--- config.mk ---
export PLATFORM = sky130hd
export DESIGN_NAME = gpio_pad_bank
export DESIGN_NICKNAME = d
export VERILOG_FILES = /design/src/rtl/gpb_pkg.sv /design/src/rtl/gpb_in_sync.sv /design/src/rtl/gpb_own_map.sv /design/src/rtl/gpb_pin_cfg.sv /design/src/rtl/gpio_pad_bank.sv
export SDC_FILE = /design/constraint.sdc
export NUM_CORES = 2
export LEC_CHECK = 0
export ABC_AREA = 1
export CAP_MARGIN = 20
export CORE_ASPECT_RATIO = 1.25
export CORE_MARGIN = 1.5
export CORE_UTILIZATION = 30
export DETAILED_ROUTE_END_ITERATION = 16
export HOLD_SLACK_MARGIN = 0.15
export PLACE_DENSITY = 0.45
export SYNTH_ARGS = -nofsm -noshare
export SYNTH_HDL_FRONTEND = slang
export SYNTH_SLANG_ARGS = --single-unit
export TNS_END_PERCENT = 50
--- constraint.sdc ---
create_clock -name clk -period 7 [get_ports clk]
set_input_delay 2.1 -clock clk [delete_from_list [all_inputs] [get_ports clk]]
set_output_delay 2.1 -clock clk [all_outputs]
set_load 0.1 [all_outputs]
--- src/rtl/gpb_pkg.sv ---
package gpb_pkg;
  typedef enum logic [1:0] {
    USE_NATIVE = 2'd0,
    USE_GPIO   = 2'd1,
    USE_ALT2   = 2'd2,
    USE_ALT3   = 2'd3
  } use_sel_e;

  typedef enum logic [1:0] {
    PULL_NONE = 2'd0,
    PULL_DOWN = 2'd1,
    PULL_UP   = 2'd2,
    PULL_RSVD = 2'd3
  } pull_e;

  localparam int BIT_OUT_LVL = 31;
  localparam int BIT_IN_LVL  = 30;
  localparam int BIT_DIR_IN  = 2;
  localparam int BIT_SNS_DIS = 2;
endpackage

--- src/rtl/gpb_in_sync.sv ---
module gpb_in_sync (
  input  logic clk,
  input  logic rst_n,
  input  logic clr,
  input  logic d,
  output logic q
);
  logic s1_q, s2_q;

  always_ff @(posedge clk) begin
    if (!rst_n || clr) begin
      s1_q <= 1'b0;
      s2_q <= 1'b0;
    end else begin
      s1_q <= d;
      s2_q <= s1_q;
    end
  end

  assign q = s2_q;

  AST_SENSE_OFF_ZERO: assert property (@(posedge clk) disable iff (!rst_n)
    clr |=> !q);
endmodule

--- src/rtl/gpb_own_map.sv ---
module gpb_own_map #(
  parameter int NPINS  = 95,
  parameter int NWORDS = (NPINS + 31) / 32,
  parameter int OIW    = (NWORDS > 1) ? $clog2(NWORDS) : 1
) (
  input  logic           clk,
  input  logic           rst_n,
  input  logic           wr,
  input  logic           fw_priv,
  input  logic [OIW-1:0] idx,
  input  logic [31:0]    wdata,
  output logic [31:0]    rd_word
);
  logic [NWORDS-1:0][31:0] own_q;
  logic [NWORDS-1:0][31:0] live_mask;

  for (genvar w = 0; w < NWORDS; w++) begin : g_mask
    for (genvar b = 0; b < 32; b++) begin : g_bit
      assign live_mask[w][b] = ((w * 32 + b) < NPINS);
    end
  end

  always_ff @(posedge clk) begin
    if (!rst_n) begin
      own_q <= '0;
    end else if (wr && fw_priv) begin
      own_q[idx] <= wdata & live_mask[idx];
    end
  end

  assign rd_word = own_q[idx];

  AST_OWN_LOCK: assert property (@(posedge clk) disable iff (!rst_n)
    !(wr && fw_priv) |=> $stable(own_q));
endmodule

--- src/rtl/gpb_pin_cfg.sv ---
module gpb_pin_cfg
  import gpb_pkg::*;
(
  input  logic        clk,
  input  logic        rst_n,
  input  logic        wr1,
  input  logic        wr2,
  input  logic [31:0] wdata,
  input  logic        pad_in,
  output logic [31:0] rd1,
  output logic [31:0] rd2,
  output logic        pad_oe,
  output logic        pad_out,
  output logic        pad_pu,
  output logic        pad_pd,
  output logic        pad_gpio
);
  logic     out_q, dir_in_q, sns_dis_q, in_lvl;
  use_sel_e use_q;
  pull_e    pull_q;

  always_ff @(posedge clk) begin
    if (!rst_n) begin
      out_q    <= 1'b0;
      dir_in_q <= 1'b1;
      use_q    <= USE_NATIVE;
    end else if (wr1) begin
      out_q    <= wdata[BIT_OUT_LVL];
      dir_in_q <= wdata[BIT_DIR_IN];
      use_q    <= use_sel_e'(wdata[1:0]);
    end
  end

  always_ff @(posedge clk) begin
    if (!rst_n) begin
      sns_dis_q <= 1'b1;
      pull_q    <= PULL_NONE;
    end else if (wr2) begin
      sns_dis_q <= wdata[BIT_SNS_DIS];
      pull_q    <= pull_e'(wdata[1:0]);
    end
  end

  gpb_in_sync u_sync (
    .clk   (clk),
    .rst_n (rst_n),
    .clr   (sns_dis_q),
    .d     (pad_in),
    .q     (in_lvl)
  );

  assign rd1      = {out_q, in_lvl, 27'd0, dir_in_q, use_q};
  assign rd2      = {29'd0, sns_dis_q, pull_q};
  assign pad_gpio = (use_q == USE_GPIO);
  assign pad_oe   = pad_gpio && !dir_in_q;
  assign pad_out  = out_q;
  assign pad_pu   = (pull_q == PULL_UP);
  assign pad_pd   = (pull_q == PULL_DOWN);

  AST_CFG_HOLD: assert property (@(posedge clk) disable iff (!rst_n)
    !wr1 |=> $stable({out_q, dir_in_q, use_q}));
  AST_OUT_FOLLOWS_WRITE: assert property (@(posedge clk) disable iff (!rst_n)
    wr1 |=> (pad_out == $past(wdata[BIT_OUT_LVL])));
  AST_OE_GPIO_ONLY: assert property (@(posedge clk) disable iff (!rst_n)
    pad_oe |-> pad_gpio);
  AST_PULL_EXCL: assert property (@(posedge clk) disable iff (!rst_n)
    $onehot0({pad_pu, pad_pd}));
endmodule

--- src/rtl/gpio_pad_bank.sv ---
module gpio_pad_bank #(
  parameter int NPINS    = 95,
  parameter int AW       = 12,
  parameter int OWN_BASE = 'h000,
  parameter int CFG_BASE = 'h100
) (
  input  logic             clk,
  input  logic             rst_n,
  input  logic [AW-1:0]    bus_addr,
  input  logic             bus_wr_en,
  input  logic             bus_fw_priv,
  input  logic [31:0]      bus_wdata,
  output logic [31:0]      bus_rdata,
  input  logic [NPINS-1:0] pad_in,
  output logic [NPINS-1:0] pad_out,
  output logic [NPINS-1:0] pad_oe,
  output logic [NPINS-1:0] pad_pull_up,
  output logic [NPINS-1:0] pad_pull_dn,
  output logic [NPINS-1:0] pad_gpio_sel
);
  localparam int NWORDS = (NPINS + 31) / 32;
  localparam int OIW    = (NWORDS > 1) ? $clog2(NWORDS) : 1;
  localparam int PIW    = $clog2(NPINS);
  localparam logic [AW-1:0] OWN_B    = AW'(OWN_BASE);
  localparam logic [AW-1:0] CFG_B    = AW'(CFG_BASE);
  localparam logic [AW-1:0] OWN_SPAN = AW'(4 * NWORDS);
  localparam logic [AW-4:0] NPINS_W  = (AW-3)'(NPINS);

  logic [AW-1:0]  own_rel, cfg_rel;
  logic           own_hit, cfg_hit, word2_sel;
  logic [AW-4:0]  pin_full;
  logic [PIW-1:0] pin_idx;
  logic [31:0]    own_rd;
  logic [31:0]    rd1 [NPINS];
  logic [31:0]    rd2 [NPINS];

  assign own_rel   = bus_addr - OWN_B;
  assign cfg_rel   = bus_addr - CFG_B;
  assign own_hit   = (own_rel < OWN_SPAN) && (bus_addr[1:0] == 2'b00);
  assign pin_full  = cfg_rel[AW-1:3];
  assign cfg_hit   = (pin_full < NPINS_W) && (cfg_rel[1:0] == 2'b00);
  assign pin_idx   = pin_full[PIW-1:0];
  assign word2_sel = cfg_rel[2];

  gpb_own_map #(.NPINS(NPINS), .NWORDS(NWORDS), .OIW(OIW)) u_own (
    .clk     (clk),
    .rst_n   (rst_n),
    .wr      (bus_wr_en && own_hit),
    .fw_priv (bus_fw_priv),
    .idx     (own_rel[OIW+1:2]),
    .wdata   (bus_wdata),
    .rd_word (own_rd)
  );

  for (genvar p = 0; p < NPINS; p++) begin : g_pin
    logic sel;
    assign sel = bus_wr_en && cfg_hit && (pin_idx == PIW'(p));
    gpb_pin_cfg u_cfg (
      .clk      (clk),
      .rst_n    (rst_n),
      .wr1      (sel && !word2_sel),
      .wr2      (sel && word2_sel),
      .wdata    (bus_wdata),
      .pad_in   (pad_in[p]),
      .rd1      (rd1[p]),
      .rd2      (rd2[p]),
      .pad_oe   (pad_oe[p]),
      .pad_out  (pad_out[p]),
      .pad_pu   (pad_pull_up[p]),
      .pad_pd   (pad_pull_dn[p]),
      .pad_gpio (pad_gpio_sel[p])
    );
  end

  always_comb begin
    bus_rdata = '0;
    if (own_hit)        bus_rdata = own_rd;
    else if (cfg_hit)   bus_rdata = word2_sel ? rd2[pin_idx] : rd1[pin_idx];
  end

  AST_UNMAPPED_ZERO: assert property (@(posedge clk) disable iff (!rst_n)
    !(own_hit || cfg_hit) |-> (bus_rdata == 32'd0));
  AST_OE_NEEDS_SEL: assert property (@(posedge clk) disable iff (!rst_n)
    $past(rst_n) && !$past(bus_wr_en) |-> $stable(pad_oe));
endmodule

==> metrics.txt <==
# TYPE chip_impl_metric gauge
chip_impl_metric{name="report.power.total",unit="mW"} 12.18
chip_impl_metric{name="final_cells",unit=""} 8682
chip_impl_info{name="cts_root_buffer",value="clkbuf_16"} 1
chip_impl_metric{name="worst_skew_pair.late_latency",unit="ns"} 0.75
chip_impl_metric{name="synth.top_cell.area_share",unit="%"} 40.89
chip_impl_metric{name="cap_viol_max_count",unit=""} 0
chip_impl_metric{name="worstMarginPinSlew",unit="ns"} 1.195
chip_impl_metric{name="critPathRequiredTime",unit="ns"} 4.90
chip_impl_metric{name="numClockSinks",unit=""} 951
chip_impl_info{name="worst_path_max_delay_cell",value="o21ai_0"} 1
chip_impl_metric{name="multi_input_comb_area",unit="mm^2"} 0.02006
chip_impl_metric{name="setup_total_negative_slack",unit="ns"} 0
chip_impl_metric{name="core_region_area",unit="mm^2"} 0.1541
chip_impl_metric{name="synth_warnings",unit=""} 0
chip_impl_metric{name="synthesis.area",unit="mm^2"} 0.04656
chip_impl_metric{name="layout_min_cycle_time",unit="ns"} 6.954
chip_impl_metric{name="area.sequential",unit="mm^2"} 0.01904
chip_impl_info{name="crit_path_cell_trace",value="clkbuf_8, buf_4, o21ai_0, nand2_1, nand2_1, nand2_1, nand2_1, nor2_1, nor2_1, nor2_1, nand3_1, nand2_1, nand3_2, buf_4, nand2_1, buf_12"} 1
chip_impl_metric{name="wire_per_inst",unit="um"} 24.96
chip_impl_metric{name="synthesis.area_per_instance",unit="um^2"} 7.167
chip_impl_metric{name="m1WireLength",unit="um"} 92260
chip_impl_metric{name="clock_tree.buffer_depth",unit=""} 3
chip_impl_metric{name="fp.dieArea",unit="mm^2"} 0.1576
chip_impl_metric{name="fin_nets",unit=""} 6693
chip_impl_metric{name="dieHeight",unit="um"} 443.4
chip_impl_metric{name="via_count",unit=""} 43391
chip_impl_metric{name="fillCellCount",unit=""} 16257
chip_impl_metric{name="firstDrtPassIters",unit=""} 6
chip_impl_info{name="outcome",value="complete, no violations"} 1
chip_impl_info{name="critPathMostFrequentCell",value="nand2_1"} 1
chip_impl_metric{name="yosys_register_bits",unit=""} 951
chip_impl_metric{name="synthCells",unit=""} 6496
chip_impl_metric{name="hold_viol",unit=""} 0
chip_impl_metric{name="routed_wl",unit="um"} 216700
chip_impl_info{name="timing.critical_path.from_type",value="input pin"} 1
chip_impl_metric{name="relSlewSlack",unit="%"} 20.05
chip_impl_metric{name="grt_start_max_net_pins",unit=""} 218
chip_impl_metric{name="grt.overflow.total",unit=""} 0
chip_impl_info{name="worst_path_dominant_cell_family",value="simple AND/OR/NAND/NOR gates"} 1
chip_impl_metric{name="layout-drive-gt1-share",unit="%"} 9.176
chip_impl_metric{name="detailroute.wirelength.met3",unit="um"} 13160
chip_impl_metric{name="p_per_area",unit="mW/mm^2"} 217.2
chip_impl_metric{name="setup-violations-final",unit=""} 0
chip_impl_metric{name="cts_max_level",unit=""} 3
chip_impl_metric{name="timing.final.max_slew_violations",unit=""} 0
chip_impl_metric{name="post_synth_num_cell_types",unit=""} 38
chip_impl_metric{name="numCtsBuffers",unit=""} 108
chip_impl_metric{name="number_of_top_level_design_ports",unit=""} 650
chip_impl_metric{name="fin_worst_skew",unit="ns"} 0.03029
chip_impl_metric{name="chipWidth",unit="um"} 355.4
chip_impl_metric{name="dp.cells",unit=""} 8464
chip_impl_info{name="rsz_0062_raised_after_global_routing",value="no"} 1
chip_impl_info{name="hp-class",value="reg -> reg"} 1
chip_impl_metric{name="clkSlewWorstSetupHoldPaths",unit="ns"} 0.06
chip_impl_metric{name="first_global_vias",unit=""} 41537
chip_impl_metric{name="cp.buffers_inverters",unit=""} 4
chip_impl_metric{name="worst-endpoint-arrival",unit="ns"} 4.85
chip_impl_metric{name="grt_first_pass_wirelength",unit="um"} 306300
chip_impl_metric{name="ys_seq_area_share",unit="%"} 40.89
chip_impl_metric{name="max_freq",unit="MHz"} 143.8
chip_impl_metric{name="detailroute.wirelength.met2",unit="um"} 101100
chip_impl_metric{name="critPathMaxFanout",unit=""} 33
chip_impl_metric{name="last_weighted_congestion_value_of_the_routability_driven_placer",unit=""} 0.8749
chip_impl_info{name="crit_path_end_kind",value="output port"} 1
chip_impl_metric{name="timing.critical_path.slowest_cell_delay",unit="ns"} 0.69
chip_impl_metric{name="initial_antenna_violation_count",unit=""} 16
chip_impl_metric{name="areaGrowthSynthToFinish",unit="%"} 20.51
chip_impl_metric{name="postSynthNetCount",unit=""} 6642
chip_impl_metric{name="cellLeakagePower",unit="nW"} 24.18
chip_impl_metric{name="start_util",unit="%"} 30.21
chip_impl_metric{name="drt_antenna_net_count",unit=""} 0
chip_impl_metric{name="timing.final.crit_share",unit="%"} 99.35
chip_impl_metric{name="buffer_ports.inserted",unit=""} 649
chip_impl_metric{name="avgViaCountPerCell",unit=""} 4.998
chip_impl_metric{name="dr.first_iter.drc_count",unit=""} 3423
chip_impl_info{name="cts_tree",value="done"} 1
chip_impl_info{name="largest_area_contributor_in_the_synthesized_netlist",value="dfxtp_1"} 1
chip_impl_metric{name="rows",unit=""} 161
chip_impl_info{name="topRoutingLayerUsed",value="met5"} 1
chip_impl_metric{name="drc",unit=""} 0
chip_impl_metric{name="track_usage",unit="%"} 26.68
chip_impl_metric{name="place_hpwl",unit="um"} 152300
chip_impl_info{name="timing_worst_setup_path_type",value="in -> out"} 1
chip_impl_info{name="synth.top_cells.by_area",value="dfxtp_1 (41%), nand2_1 (8.8%), a21oi_1 (8.8%)"} 1
chip_impl_metric{name="max-vdd-ir-drop",unit="V"} 0.0001922
## cells by family (layout without fill, tap and decap cells)
| family | count (synthesis) | in the layout | synth area share [%] |
|---|---|---|---|
| simple gates | 2239 | 2239 | 22.83 |
| compound gates | 1785 | 1785 | 19.83 |
| buf+inv | 1517 | 1658 | 16.35 |
| other cells | 0 | 8 | 0 |
| xor+xnor | 1 | 1 | 0.01882 |
| flops | 951 | 951 | 40.89 |
| fa+ha+maj | 3 | 3 | 0.08063 |
## layout by cell type, fill, tap and decap left out, types with 5 or more instances in the layout
cell	n
diode_2	8
nand4_1	22
nor2_1	561
inv_4	5
inv_1	644
o22ai_1	40
clkinvlp_4	5
clkbuf_8	25
clkinv_2	25
o21ai_1	19
o211ai_1	7
bufinv_16	5
nand2_4	6
clkbuf_16	111
a22oi_1	44
nor3_1	139
o21ai_0	799
nand3_1	33
inv_2	8
nand2_1	1083
and3_1	190
buf_12	65
a31oi_1	24
nor3_4	62
buf_4	129
clkdlybuf4s50_1	592
o21a_1	28
nor3_2	94
a21oi_1	816
inv_6	7
clkbuf_1	23
nor2_2	17
nor2_4	10
dfxtp_1	951
nand2_2	16
## worst reg2reg max path, cell delays in order, from the launching register on
cell     delay, ns
dfxtp_1       0.50
o21ai_0       0.15
a21oi_1       0.17
## through the flow
step                utilization (%)  hold WS (ns)  instance area [um^2]  worst slack (ns)
global placement              33.88        0.4326                 52210           -0.4602
global route                  36.40        0.4565                 56100          0.002838
detailed placement            33.91        0.4362                 52250           -0.3518
CTS                           36.35        0.4459                 56020         0.0007190
floorplan                         -        0.4237                 46560          0.009558
finish                        36.41        0.4432                 56110           0.04553
## cell type report
class                           instances  area share (%)
Multi-Input combinational cell       4028           35.76
Sequential cell                       951           33.93
Timing Repair Buffer                  793           14.83
Clock buffer                          157           5.669
Tap cell                             2037           4.543
Inverter                              665           4.520
Clock inverter                         43          0.7069
Antenna cell                            8         0.03568
## cell usage after synthesis
library cell	number
nor3_1	139
buf_2	54
o21ai_0	801
o21a_1	28
inv_2	11
o22a_1	1
buf_4	477
and3_1	190
nand2_1	1094
o221ai_1	2
nand3b_4	1
inv_1	649
o21ai_1	17
nor2_8	1
clkbuf_1	275
a21oi_1	817
nor2_4	1
a22oi_1	44
o21bai_1	3
nand2_4	4
ha_1	3
nand4_1	22
nand3_2	1
xor2_1	1
nor3_4	62
dfxtp_1	951
nand2_2	7
buf_1	38
nor2_1	581
nor3b_1	1
o211ai_1	7
nor3_2	94
buf_6	8
clkinv_1	5
a31oi_1	25
nor2_2	6
nand3_1	35
o22ai_1	40
## what timing repair did
item	CTS	global route
pin swaps	2	2
hold buffers	0	0
setup endpoints to repair	5	4
gates resized for setup	26	8
buffers inserted	6	0
cloned	2	0
## registers in the layout (all words and copies together) (netlist names)
register                 flops
g_pin.u_cfg.dir_in_q        95
g_pin.u_cfg.use_q          190
g_pin.u_cfg.u_sync.s1_q     95
g_pin.u_cfg.sns_dis_q       95
g_pin.u_cfg.pull_q         190
g_pin.u_cfg.u_sync.q        95
u_own.own_q                 96
g_pin.u_cfg.pad_out         95
## path summary, 6_finish.rpt
kind	start	end	slack (ns)	depth (start not counted)
max reg2reg	g_pin[60].u_cfg.pad_out	g_pin[60].u_cfg.pad_out	6.11	2
min reg2reg	u_own.own_q[93]	u_own.own_q[93]	0.44	2
max	bus_addr[3]	bus_rdata[0]	0.05	16
min	u_own.own_q[93]	u_own.own_q[93]	0.44	2
## report_power, final
group | internal (mW) | switching, mW | leakage, nW
Sequential | 5.41 | 0.000879 | 7.66
Clock | 3.33 | 2.51 | 1.77
Combinational | 0.246 | 0.681 | 14.7
Total | 8.99 | 3.19 | 24.2
## routing by layer
metal / track usage (%) / vias up
met4: 12.33 / 8
met5: 0 / -
met3: 4.148 / 326
met2: 43.82 / 1537
li1: - / 20879
met1: 34.17 / 20641
(Power assumes the default switching activity.)
